### config.mk
export PLATFORM = sky130hd
export DESIGN_NAME = swpl_path_lock
export DESIGN_NICKNAME = d
export VERILOG_FILES = /design/src/rtl/swpl_pkg.sv /design/src/rtl/swpl_input_ctl.sv /design/src/rtl/swpl_rr_arb.sv /design/src/rtl/swpl_out_mux.sv /design/src/rtl/swpl_path_lock.sv
export SDC_FILE = /design/constraint.sdc
export NUM_CORES = 1
export LEC_CHECK = 0
export BUFFER_PORTS_ARGS = -buffer_cell sky130_fd_sc_hd__buf_2
export CORE_ASPECT_RATIO = 1.5
export CORE_MARGIN = 1.5
export CORE_UTILIZATION = 40
export CTS_CLUSTER_DIAMETER = 30
export CTS_CLUSTER_SIZE = 10
export DETAILED_ROUTE_END_ITERATION = 12
export SLEW_MARGIN = 20
export SYNTH_ARGS = -nofsm -noshare
export SYNTH_HDL_FRONTEND = slang
export SYNTH_SLANG_ARGS = --single-unit
### constraint.sdc
create_clock -name clk -period 12.6 [get_ports clk]
set_input_delay 0.63 -clock clk [delete_from_list [all_inputs] [get_ports clk]]
set_output_delay 0.63 -clock clk [all_outputs]
set_load 0.03 [all_outputs]
### src/rtl/swpl_pkg.sv
package swpl_pkg;

    localparam int NPORT = 5;
    localparam int PW    = 3;
    localparam int MAXCW = 16;

    typedef enum logic [PW-1:0] {
        P_LOCAL = 3'd0,
        P_NORTH = 3'd1,
        P_EAST  = 3'd2,
        P_SOUTH = 3'd3,
        P_WEST  = 3'd4
    } port_e;

    typedef enum logic [1:0] {
        K_HEAD = 2'b00,
        K_DATA = 2'b01,
        K_ADDR = 2'b10,
        K_TAIL = 2'b11
    } kind_e;

    typedef enum logic {
        ST_IDLE = 1'b0,
        ST_HOLD = 1'b1
    } in_state_e;

    // Dimension-ordered decision: X first, then Y, then deliver locally.
    function automatic port_e xy_pick(input logic [MAXCW-1:0] lx,
                                      input logic [MAXCW-1:0] ly,
                                      input logic [MAXCW-1:0] dx,
                                      input logic [MAXCW-1:0] dy);
        port_e p;
        if (dx > lx)      p = P_EAST;
        else if (dx < lx) p = P_WEST;
        else if (dy > ly) p = P_NORTH;
        else if (dy < ly) p = P_SOUTH;
        else              p = P_LOCAL;
        return p;
    endfunction

endpackage

### src/rtl/swpl_input_ctl.sv
module swpl_input_ctl
    import swpl_pkg::*;
#(
    parameter int COORD_W   = 4,
    parameter bit STORE_FWD = 1'b0
) (
    input  logic               clk,
    input  logic               rst,
    input  logic [COORD_W-1:0] lx,
    input  logic [COORD_W-1:0] ly,
    input  logic               vld,
    input  logic [1:0]         kind,
    input  logic [COORD_W-1:0] dx,
    input  logic [COORD_W-1:0] dy,
    input  logic               done,
    input  logic               granted,
    input  logic [NPORT-1:0]   out_ready,
    output logic               req,
    output logic [PW-1:0]      req_port,
    output logic               active,
    output logic [PW-1:0]      route,
    output logic               pop
);

    in_state_e     state_q;
    port_e         route_q;
    port_e         pick;
    kind_e         k;
    logic          hdr_ok;
    logic          is_tail;

    assign k       = kind_e'(kind);
    assign is_tail = (k == K_TAIL);
    assign pick    = xy_pick(MAXCW'(lx), MAXCW'(ly), MAXCW'(dx), MAXCW'(dy));

    generate
        if (STORE_FWD) begin : g_sf
            assign hdr_ok = vld && (k == K_HEAD) && done;
        end else begin : g_wh
            assign hdr_ok = vld && (k == K_HEAD);
        end
    endgenerate

    assign req      = (state_q == ST_IDLE) && hdr_ok;
    assign req_port = pick;
    assign active   = (state_q == ST_HOLD);
    assign route    = route_q;
    assign pop      = active && vld && out_ready[route_q];

    always_ff @(posedge clk) begin
        if (rst) begin
            state_q <= ST_IDLE;
            route_q <= P_LOCAL;
        end else begin
            case (state_q)
                ST_IDLE: if (req && granted) begin
                    state_q <= ST_HOLD;
                    route_q <= pick;
                end
                ST_HOLD: if (pop && is_tail) begin
                    state_q <= ST_IDLE;
                end
                default: state_q <= ST_IDLE;
            endcase
        end
    end

    // forwarding the tail frees the path at that edge
    assert_tail_release_R6: assert property (@(posedge clk) disable iff (rst)
        (pop && is_tail) |=> !active);

    // locked route held until the tail leaves
    assert_route_held_R5: assert property (@(posedge clk) disable iff (rst)
        (active && !(pop && is_tail)) |=> (active && $stable(route)));

    // a grant only reaches an input that asked for it
    assert_grant_needs_req_R11: assert property (@(posedge clk) disable iff (rst)
        granted |-> req);

    generate
        if (STORE_FWD) begin : g_sf_chk
            // a lock begins only after the whole packet was reported stored
            assert_sf_wait_R9: assert property (@(posedge clk) disable iff (rst)
                $rose(active) |-> $past(done));
        end
    endgenerate

endmodule

### src/rtl/swpl_rr_arb.sv
module swpl_rr_arb #(
    parameter int N = 5
) (
    input  logic         clk,
    input  logic         rst,
    input  logic [N-1:0] req,
    input  logic         busy,
    output logic [N-1:0] gnt
);

    localparam int IW = (N > 1) ? $clog2(N) : 1;

    logic [IW-1:0] ptr_q;
    logic [IW-1:0] win;
    logic          found;
    int            idx;

    always_comb begin
        gnt   = '0;
        win   = ptr_q;
        found = 1'b0;
        idx   = 0;
        for (int k = 0; k < N; k++) begin
            idx = int'(ptr_q) + k;
            if (idx >= N) idx = idx - N;
            if (!busy && !found && req[idx]) begin
                gnt[idx] = 1'b1;
                win      = IW'(idx);
                found    = 1'b1;
            end
        end
    end

    always_ff @(posedge clk) begin
        if (rst) begin
            ptr_q <= '0;
        end else if (found) begin
            ptr_q <= (win == IW'(N-1)) ? '0 : win + 1'b1;
        end
    end

    // one winner at most, and only among requesters
    assert_gnt_onehot_R8: assert property (@(posedge clk) disable iff (rst)
        $onehot0(gnt));

    assert_gnt_in_req_R8: assert property (@(posedge clk) disable iff (rst)
        (gnt & ~req) == '0);

    // a held output grants nobody
    assert_busy_no_gnt_R11: assert property (@(posedge clk) disable iff (rst)
        busy |-> (gnt == '0));

endmodule

### src/rtl/swpl_out_mux.sv
module swpl_out_mux
    import swpl_pkg::*;
#(
    parameter int N = NPORT
) (
    input  logic                  clk,
    input  logic                  rst,
    input  logic [N-1:0]          act,
    input  logic [N-1:0][PW-1:0]  route,
    input  logic [N-1:0]          pop,
    output logic [N-1:0]          out_vld,
    output logic [N-1:0]          busy,
    output logic [N-1:0][PW-1:0]  src
);

    logic [N-1:0][N-1:0] own;

    always_comb begin
        for (int o = 0; o < N; o++) begin
            for (int i = 0; i < N; i++) begin
                own[o][i] = act[i] && (route[i] == PW'(o));
            end
        end
    end

    always_comb begin
        out_vld = '0;
        busy    = '0;
        src     = '0;
        for (int o = 0; o < N; o++) begin
            busy[o] = |own[o];
            for (int i = 0; i < N; i++) begin
                if (own[o][i]) begin
                    src[o]     = PW'(i);
                    out_vld[o] = pop[i];
                end
            end
        end
    end

    generate
        for (genvar o = 0; o < N; o++) begin : g_chk
            // one owner per output
            assert_one_owner_R11: assert property (@(posedge clk) disable iff (rst)
                $onehot0(own[o]));
        end
    endgenerate

endmodule

### src/rtl/swpl_path_lock.sv
module swpl_path_lock
    import swpl_pkg::*;
#(
    parameter int COORD_W   = 4,
    parameter bit STORE_FWD = 1'b0
) (
    input  logic                     clk,
    input  logic                     rst,
    input  logic [COORD_W-1:0]       loc_x,
    input  logic [COORD_W-1:0]       loc_y,
    input  logic [NPORT-1:0]         in_vld,
    input  logic [NPORT*2-1:0]       in_kind,
    input  logic [NPORT*COORD_W-1:0] in_dst_x,
    input  logic [NPORT*COORD_W-1:0] in_dst_y,
    input  logic [NPORT-1:0]         in_pkt_done,
    input  logic [NPORT-1:0]         out_ready,
    output logic [NPORT-1:0]         in_pop,
    output logic [NPORT*PW-1:0]      in_route,
    output logic [NPORT-1:0]         out_vld,
    output logic [NPORT*PW-1:0]      out_src
);

    logic [NPORT-1:0]              req;
    logic [NPORT-1:0][PW-1:0]      req_port;
    logic [NPORT-1:0]              active;
    logic [NPORT-1:0][PW-1:0]      route;
    logic [NPORT-1:0]              granted;
    logic [NPORT-1:0][NPORT-1:0]   arb_req;
    logic [NPORT-1:0][NPORT-1:0]   arb_gnt;
    logic [NPORT-1:0]              out_busy;
    logic [NPORT-1:0][PW-1:0]      src;

    generate
        for (genvar i = 0; i < NPORT; i++) begin : g_in
            swpl_input_ctl #(
                .COORD_W   (COORD_W),
                .STORE_FWD (STORE_FWD)
            ) u_in (
                .clk       (clk),
                .rst       (rst),
                .lx        (loc_x),
                .ly        (loc_y),
                .vld       (in_vld[i]),
                .kind      (in_kind[2*i +: 2]),
                .dx        (in_dst_x[COORD_W*i +: COORD_W]),
                .dy        (in_dst_y[COORD_W*i +: COORD_W]),
                .done      (in_pkt_done[i]),
                .granted   (granted[i]),
                .out_ready (out_ready),
                .req       (req[i]),
                .req_port  (req_port[i]),
                .active    (active[i]),
                .route     (route[i]),
                .pop       (in_pop[i])
            );
        end
    endgenerate

    always_comb begin
        for (int o = 0; o < NPORT; o++) begin
            for (int i = 0; i < NPORT; i++) begin
                arb_req[o][i] = req[i] && (req_port[i] == PW'(o));
            end
        end
    end

    generate
        for (genvar o = 0; o < NPORT; o++) begin : g_arb
            swpl_rr_arb #(.N(NPORT)) u_arb (
                .clk  (clk),
                .rst  (rst),
                .req  (arb_req[o]),
                .busy (out_busy[o]),
                .gnt  (arb_gnt[o])
            );
        end
    endgenerate

    always_comb begin
        granted = '0;
        for (int i = 0; i < NPORT; i++) begin
            for (int o = 0; o < NPORT; o++) begin
                granted[i] = granted[i] | arb_gnt[o][i];
            end
        end
    end

    swpl_out_mux #(.N(NPORT)) u_mux (
        .clk     (clk),
        .rst     (rst),
        .act     (active),
        .route   (route),
        .pop     (in_pop),
        .out_vld (out_vld),
        .busy    (out_busy),
        .src     (src)
    );

    assign in_route = route;
    assign out_src  = src;

    // nothing is presented on an output whose downstream is congested
    assert_no_send_congested_R7: assert property (@(posedge clk) disable iff (rst)
        (out_vld & ~out_ready) == '0);

    // no locked path on the first cycle out of reset
    assert_reset_idle_R1: assert property (@(posedge clk)
        $past(rst) |-> (out_vld == '0 && in_pop == '0));

endmodule

; ---- Yosys cells after proc, flatten, opt, wreduce, memory -nomap -nowiden
; Index checks and enable logic that the tools add are counted.
[word_totals]
regBits = 35
[classes]
n_addsub = 50
order_cmp = 100
n_eq_ne = 50
n_mux = 320
bitwise_logic = 45
reduce_logical = 200
[op_table]
columns = cell, n
row1 = greater-or-equal comparator 32 x 1 -> 1 bit (second input constant), 25
row2 = less-than comparator 32 x 5 -> 1 bit (second input constant), 25
row3 = two-way mux 32 bit, 25
row4 = greater-or-equal comparator 32 x 4 -> 1 bit (second input constant), 20
row5 = subtractor 32 x 4 -> 32 bit (second input constant), 20
row6 = logical AND 1 bit, 150
row7 = two-way mux 3 bit, 50
row8 = two-way mux 1 bit, 145
row9 = two-way mux 5 bit, 25
row10 = OR 5 bit, 20
row11 = binary-select mux 1 bit (select 3 bit), 30
row12 = demux 1 bit (select 3 bit), 25
row13 = equality test 3 x 2 -> 1 bit (second input constant), 20
row14 = equality test 3 bit (second input constant), 15
row15 = adder 3 x 2 -> 4 bit (second input constant), 10
row16 = greater-than comparator 4 bit, 10
row17 = less-than comparator 4 bit, 10
row18 = equality test 3 x 1 -> 1 bit (second input constant), 10
row19 = logical NOT 3 bit, 10
row20 = two-way mux 2 bit, 15
row21 = logical NOT 1 bit, 25
row22 = OR reduction 5 bit, 5
row23 = adder 3 x 1 -> 4 bit (second input constant), 5
row24 = adder 3 x 3 -> 4 bit (second input constant), 5
row25 = 10 further kinds, 65

; ---- Depth between registers and ports, before layout
; Gate-level depths: netlist of the first run.
[logic_depth]
ltp_word = 35
depth_mapped = 23

; ---- By module
; A second synthesis of the first run with hierarchy kept.
[hier_totals]
cells_unflattened = 1796
hier_area_um2 = 13760.7
[modules_own_cells]
columns = mod, n_inst, cells_each, area_each_um2, seq_area_each_um2
row1 = swpl_rr_arb, 5, 277, 2089.5, 60.1
row2 = swpl_input_ctl, 5, 52, 456.7, 80.1
row3 = swpl_out_mux, 1, 106, 666.9, 0.0
row4 = swpl_path_lock, 1, 45, 362.8, 0.0

; ---- Least setup slack after synthesis of the first run
; No wires, ideal clock.
[synth_path]
path_type = reg-to-reg
startpoint = reg g_arb[3].u_arb.ptr_q[0]
endpoint = reg g_arb[3].u_arb.ptr_q[2]
setup_time_ns = 0.074
arrival_time_ns = 4.920
required_ns = 12.526
slack_ns = 7.606
path_stages_with_launch = 22
n_path_buf = 4
path_cell_list = dfxtp_1 clkbuf_1 inv_1 clkbuf_1 ha_1 inv_1 ha_1 a21oi_2 mux2i_1 nand2b_1 and4_1 or3_1 buf_2 nand3_2 or4b_2 clkbuf_1 and4_1 nor4b_2 inv_1 ha_1 or3_1 a31oi_1
[synth_via]
elab_chain_cells = 25
elab_cells_between_ends = 60
[synth_lines]
columns = element, line
row1 = "start, declared", swpl_rr_arb.sv:13  ; logic [IW-1:0] ptr_q;
row2 = "start signal, assigned", swpl_rr_arb.sv:38  ; ptr_q <= (win == IW'(N-1)) ? '0 : win + 1'b1;
row3 = branches (longest 25 deep; another with subtractor 32 x 4 -> 32 bit), --
; Parallel ways; which one is timed is not known. The select of a mux whose other input is x is not followed.
; A chain may end at the register's enable or synchronous reset.

; ---- Worst setup path after layout of the first run
[layout_path]
startpoint = reg g_arb[1].u_arb.ptr_q[1]
endpoint = reg g_in[1].u_in.route_q[0]
[layout_via]
elab_chain_cells = 29
elab_cells_between_ends = 91
[layout_lines]
columns = element, line
row1 = "start, declared", swpl_rr_arb.sv:13
row2 = "start signal, assigned", swpl_rr_arb.sv:38
row3 = branches (longest 22 deep; another with subtractor 32 x 4 -> 32 bit), --
row4 = two-way mux 5 bit *, swpl_rr_arb.sv:26  ; if (!busy && !found && req[idx]) begin
row5 = OR 1 bit * (4 in series), swpl_path_lock.sv:83  ; granted[i] = granted[i] | arb_gnt[o][i];
row6 = logical AND 1 bit *, swpl_input_ctl.sv:56  ; ST_IDLE: if (req && granted) begin
row7 = AND reduction 2 bit (no source line) *, --
row8 = "end signal, assigned", swpl_input_ctl.sv:58  ; route_q <= pick;
row9 = "end, declared", swpl_input_ctl.sv:26  ; port_e route_q;
; Every way passes the cells marked *. The select of a mux whose other input is x is not followed.

==> impl_metrics.yaml, run 1 <==
timing:
  finalCritPeriodShare: 0.486
  drv_slew: 0
  hold_violations: 0
  layout_setup_ws_ns: 6.47
  slew_headroom: 0.143
  clock_skew_ns: 0.0155
  setup-tns-final_ns: 0
  worst_pin_slew_ns: 1.27
  finalSetupViolations: 0
  hold_ws_ns: 0.572
  rsz0062_at_grt: "false"
  finalCriticalPeriod_ns: 6.13
  fmax_ghz: 0.163
synth:
  ys_seq_area_frac: 0.0534
  ys_types: 116
  synth-compound-area-share: 0.319
  synth-xor-area-share: 0.0274
  syn_area_um2: 13100
  synth_top_area_share: 0.149
  synth_ff_type: "dfxtp_1"
  ys_async_sr_fraction: 0
  synth_top_family_by_area: "simple AND/OR/NAND/NOR gates"
  syn_area_per_cell_um2: 7.04
  synth_fp_nets: 2099
  ys_ff_latch: 35
  synth_area_leader_cell: "ha_1"
  synthAdderAreaFrac: 0.156
  synthMuxAreaShare: 0.0487
  synth_warnings: 0
  yosys-top-cells-area: "ha_1, dfxtp_1, nand2_1"
  synthesis.instances: 1863
  synth-simple-area-share: 0.338
  synth_edf_count: 0
route:
  routed_wl_um: 60900
  viasPerCell: 6.77
  drc: 0
  wl_per_cell_um: 26.2
  postRouteAntennaNets: 0
  vias: 15700
  drtIter0Drc: 1429
  drt_first_pass_iters: 6
clock_tree:
  clockRootBuffer: "clkbuf_16"
  ctsHoldBuffers: 0
  cts_buffers: 5
  clk_latency_ns: 0.33
  path_clk_slew_ns: 0.08
  tritoncts: "built"
  post-cts-setup-buffer-count: 0
  ctsLongestPathBuffers: 2
  cts.sinks: 35
  cts.repair.resized: 0
  htreeDepth: 2
critical_path:
  cp_data_arrival_time_ns: 6.38
  critical-path-max-stage-delay_ns: 0.82
  worstSetupEndpointType: "register"
  path_cells: "inv_1, ha_1, clkinv_1, nand2_1, nand2_1, ha_1, nand3b_1, nand2_1, ha_1, inv_1, a2111oi_0, o21ai_0, mux2i_1, a2111oi_0, nand4_1, o31ai_2, or4b_1, a21oi_1"
  critPathSlowestCell: "ha_1"
  path_max_fanout: 18
  reg2reg_from: "g_arb[1].u_arb.ptr_q[1]"
  worstPathRequired_ns: 12.85
  startpoint_type: "register"
  crit_type: "register to register"
  crit_start: "g_arb[1].u_arb.ptr_q[1]"
worst_hold_path:
  holdCritStartpoint: "g_in[4].u_in.route[2]"
  hp-class: "register to register"
run:
  cap_violations: 0
final_layout:
  final_common_cell: "nand2_1"
  final_cells: 2326
  utilization: 0.436
  layout.nets: 2146
  final_area_um2: 14200
  syn_to_final_growth_pct: 7.86
  drive_above_1_share: 0.119
  n_antenna_cell: 0
  final_cell_mix: "nand2_1, ha_1, nor2_1"
grt:
  grt_usage: 0.353
  grt_start_max_net_pins: 41
  grt_pass1_wl_um: 90100
  grt_antenna_before_repair: 0
  grt_overflow: 0
  grt_pass1_vias: 14600
placement:
  gp_congestion: 1.05
  dpl_cell_area_um2: 14000
  dp_slack_ns: 6.67
  dp_hpwl_um: 48800
  place_inst: 2318
  io_buffer_count: 109
floorplan:
  fp-row-count: 81
  start_util: 0.405
  fp.dieH_um: 225
  core-area_um2: 32400
  dieWidth_um: 151
  dieArea_um2: 33900
  pin_count: 115
power:
  p_leak_nw: 5.76
  p_int_mw: 1.77
  p_total_mw: 4.76
  vdd_drop_max_mv: 0.174
  power_frac_comb: 0.914
  p_sw_frac: 0.627
  p_sw_mw: 2.99
  clkPwrFrac: 0.034
  p_per_area_nw_per_um2: 337
  p_seq_frac: 0.052
status:
  status: "finished, final reports clean"
## synthesized netlist by cell type, drive strengths merged (20+ instances only)
library cell / number
a211oi: 32
a21o: 24
a21oi: 124
a31oi: 21
and2: 25
and3: 21
and4: 23
buf: 20
clkbuf: 70
dfxtp: 35
ha: 156
inv: 97
mux2i: 38
nand2: 166
nand2b: 34
nand3: 83
nand4: 37
nor2: 150
nor2b: 41
nor3: 67
nor4: 22
o211ai: 26
o21ai: 95
o22ai: 23
o31ai: 21
or3: 21
xnor2: 35
## flip-flops by register name, summed over array words and instances, names as in the netlist
register,flops
g_arb.u_arb.ptr_q,15
g_in.u_in.active,5
g_in.u_in.route,15
## cells by family (layout without fill, tap and decap cells)
logic type | Yosys count | in the layout
flops | 35 | 35
buf+inv | 188 | 236
fa+ha+maj | 161 | 161
compound gates | 584 | 584
mux | 54 | 54
xor+xnor | 41 | 41
simple gates | 800 | 800
## area by class of cell
class	count	area, um^2
clock buffers	5	125
repair buffers	130	703
flip-flops and latches	35	701
multi-input cells	1640	11700
well taps	415	519
inverters	98	368
fillers	3435	18300
clock inverters	3	43.8
## routing by layer
metal	vias to the layer above	wire, um	track usage	part of all wire
met4	0	4710	0.237	0.077
met2	792	29500	0.612	0.48
li1	7256	-	-	-
met5	-	0	0	0
met1	7468	22700	0.393	0.37
met3	225	3950	0.0515	0.065
## power by group through the flow
stage | sequential, mW | clock [mW] | combinational, mW
after global placement | 0.244 | 0 | 4.19
after global routing | 0.256 | 0.169 | 4.69
after floorplan | 0.215 | 0 | 3.14
final | 0.247 | 0.163 | 4.35
after CTS | 0.244 | 0.163 | 4.24
after detailed placement | 0.246 | 0 | 4.22
## worst paths after layout
kind | endpoint | slack, ns | depth (start not counted)
worst max register to register | g_in[1].u_in.route[0] | 6.47 | 18
worst min register to register | g_in[4].u_in.route[2] | 0.57 | 2
worst min-delay path | g_in[4].u_in.route[2] | 0.57 | 2
worst max-delay path | g_in[1].u_in.route[0] | 6.47 | 18
## worst max-delay path, delay by kind of cell, from the launching register on
family	cells	cell delay [ns]
buffers and inverters	3	0.92
muxes	1	0.66
AOI/OAI and AO/OA	5	1.08
and+or+nand+nor	6	1.35
DFF	1	0.71
adders and majority gates	3	1.31
Note: power is estimated with default switching activity, not from simulation.
==> run 2, diff against run 1 <==
Clock period 12.6 ns to 5.37 ns, I/O delays scaled along.
==> run 2 against run 1 <==
  * Critical path depth down 4
  * Sequential power up 97%
  * Total power rose to 2.5 times the previous value
  * Cell area up 6.5%
  * Die area unchanged
  * Utilization up 2.8 points
  * Clock-buffer cell count up 3
  * Wire length up 2.1%
  * Highest routed layer unchanged
==> impl_metrics.yaml, run 2 (synthesis gave the netlist of run 1 again) <==
status:
  status: "finished, final reports clean"
grt:
  grt_start_max_net_pins: 40
  grtUsageMet1: 0.389
  use_met3: 0.0505
  grt_usage: 0.360
  grt_pass1_wl_um: 92200
  grt_overflow: 0
  grt_pass1_vias: 15600
  grt_antenna_before_repair: 1
  top_usage_layer: "met2"
  grt_use_met2: 0.635
power:
  p_per_area_nw_per_um2: 798
  p_leak_nw: 6.37
  vdd_drop_max_mv: 0.382
route:
  postRouteAntennaNets: 0
  viasPerCell: 6.62
  vias: 16200
  wl_per_cell_um: 25.3
  drc: 0
  drtIter0Drc: 1288
  routed_wl_um: 62100
  drt_first_pass_iters: 8
floorplan:
  start_util: 0.405
  pin_count: 115
  fp-row-count: 81
  core-area_um2: 32400
  dieArea_um2: 33900
  dieWidth_um: 151
  fp.dieH_um: 225
timing:
  finalCritPeriodShare: 0.918
  clock_skew_ns: 0.0151
  hold_violations: 0
  fmax_ghz: 0.203
  layout_setup_ws_ns: 0.439
  slew_headroom: 0.405
  finalSetupViolations: 0
  setup-tns-final_ns: 0
  hold_ws_ns: 0.282
  finalCriticalPeriod_ns: 4.93
  rsz0062_at_grt: "false"
  worst_pin_slew_ns: 0.879
  drv_slew: 0
critical_path:
  startpoint_type: "register"
  crit_type: "register to register"
  path_max_fanout: 13
  cp_data_arrival_time_ns: 5.17
  worstPathRequired_ns: 5.61
  worstSetupEndpointType: "register"
worst_hold_path:
  hp-class: "input port to register"
placement:
  gp_congestion: 1.05
  dpl_cell_area_um2: 14900
  io_buffer_count: 109
  dp_hpwl_um: 50600
  dp_slack_ns: 0.529
clock_tree:
  ctsHoldBuffers: 0
  path_clk_slew_ns: 0.07
  tritoncts: "built"
  ctsLongestPathBuffers: 2
  post-cts-setup-buffer-count: 0
  cts_buffers: 5
  clk_latency_ns: 0.32
  clockRootBuffer: "clkbuf_16"
  cts.sinks: 35
  htreeDepth: 2
  cts.repair.resized: 0
final_layout:
  layout.nets: 2270
  drive_above_1_share: 0.171
  syn_to_final_growth_pct: 14.9
  final_area_um2: 15100
  fill_cells: 3424
  final_cell_mix: "nand2_1, ha_1, nor2_1"
  final_common_cell: "nand2_1"
run:
  cap_violations: 0
[run 2: layout make-up]
type | instances | area [um^2] | share of cell area
multi-input cells | 1640 | 11700 | 0.775
repair buffers | 254 | 1650 | 0.109
flip-flops and latches | 35 | 701 | 0.0465
well taps | 415 | 519 | 0.0345
inverters | 98 | 368 | 0.0244
clock buffers | 8 | 156 | 0.0104
diodes | 2 | 5.00 | 0.000332
[run 2: power by group]
group          switching (mW)  internal [mW]  total, mW  leakage (nW)
clock network           0.162          0.199      0.362        0.0772
logic                    6.89           4.29       11.2          6.00
registers               0.125          0.361      0.486         0.287
total                    7.18           4.85       12.0          6.37
[run 2: metal layers]
metal	wire length (um)	up-vias
li1	-	7499
met1	23100	7735
met2	30200	760
met3	3850	229
met4	5010	0
met5	0	-
[run 2: worst max-delay path, cell delays in order, from the launching register on]
cell,delay (ns)
dfxtp_1,0.62
inv_1,0.33
ha_1,0.48
inv_1,0.19
a32oi_1,0.38
nor2_1,0.11
a222oi_1,0.54
a21oi_2,0.28
a211oi_4,0.48
nand4_1,0.28
o2111ai_1,0.29
o31ai_2,0.16
buf_4,0.21
or3_1,0.34
a21oi_1,0.15
[run 2: path summary, 6_finish.rpt]
| kind | slack (ns) | cells past startpoint | endpoint | start |
|---|---|---|---|---|
| worst min-delay path | 0.28 | 4 | g_in[1].u_in.active | in_kind[3] |
| worst min register to register | 0.58 | 2 | g_in[4].u_in.route[2] | g_in[4].u_in.route[2] |
| worst max register to register | 0.44 | 14 | g_in[1].u_in.route[1] | g_arb[2].u_arb.ptr_q[2] |
| worst max-delay path | 0.44 | 14 | g_in[1].u_in.route[1] | g_arb[2].u_arb.ptr_q[2] |
[run 2: through the flow]
step                instances   util  total power, mW
floorplan                1863      -             7.87
global placement         2442  0.460             11.3
detailed placement       2442  0.460             11.4
CTS                      2450  0.464             11.8
global route             2450  0.465             12.9
finish                   2452  0.465             12.0
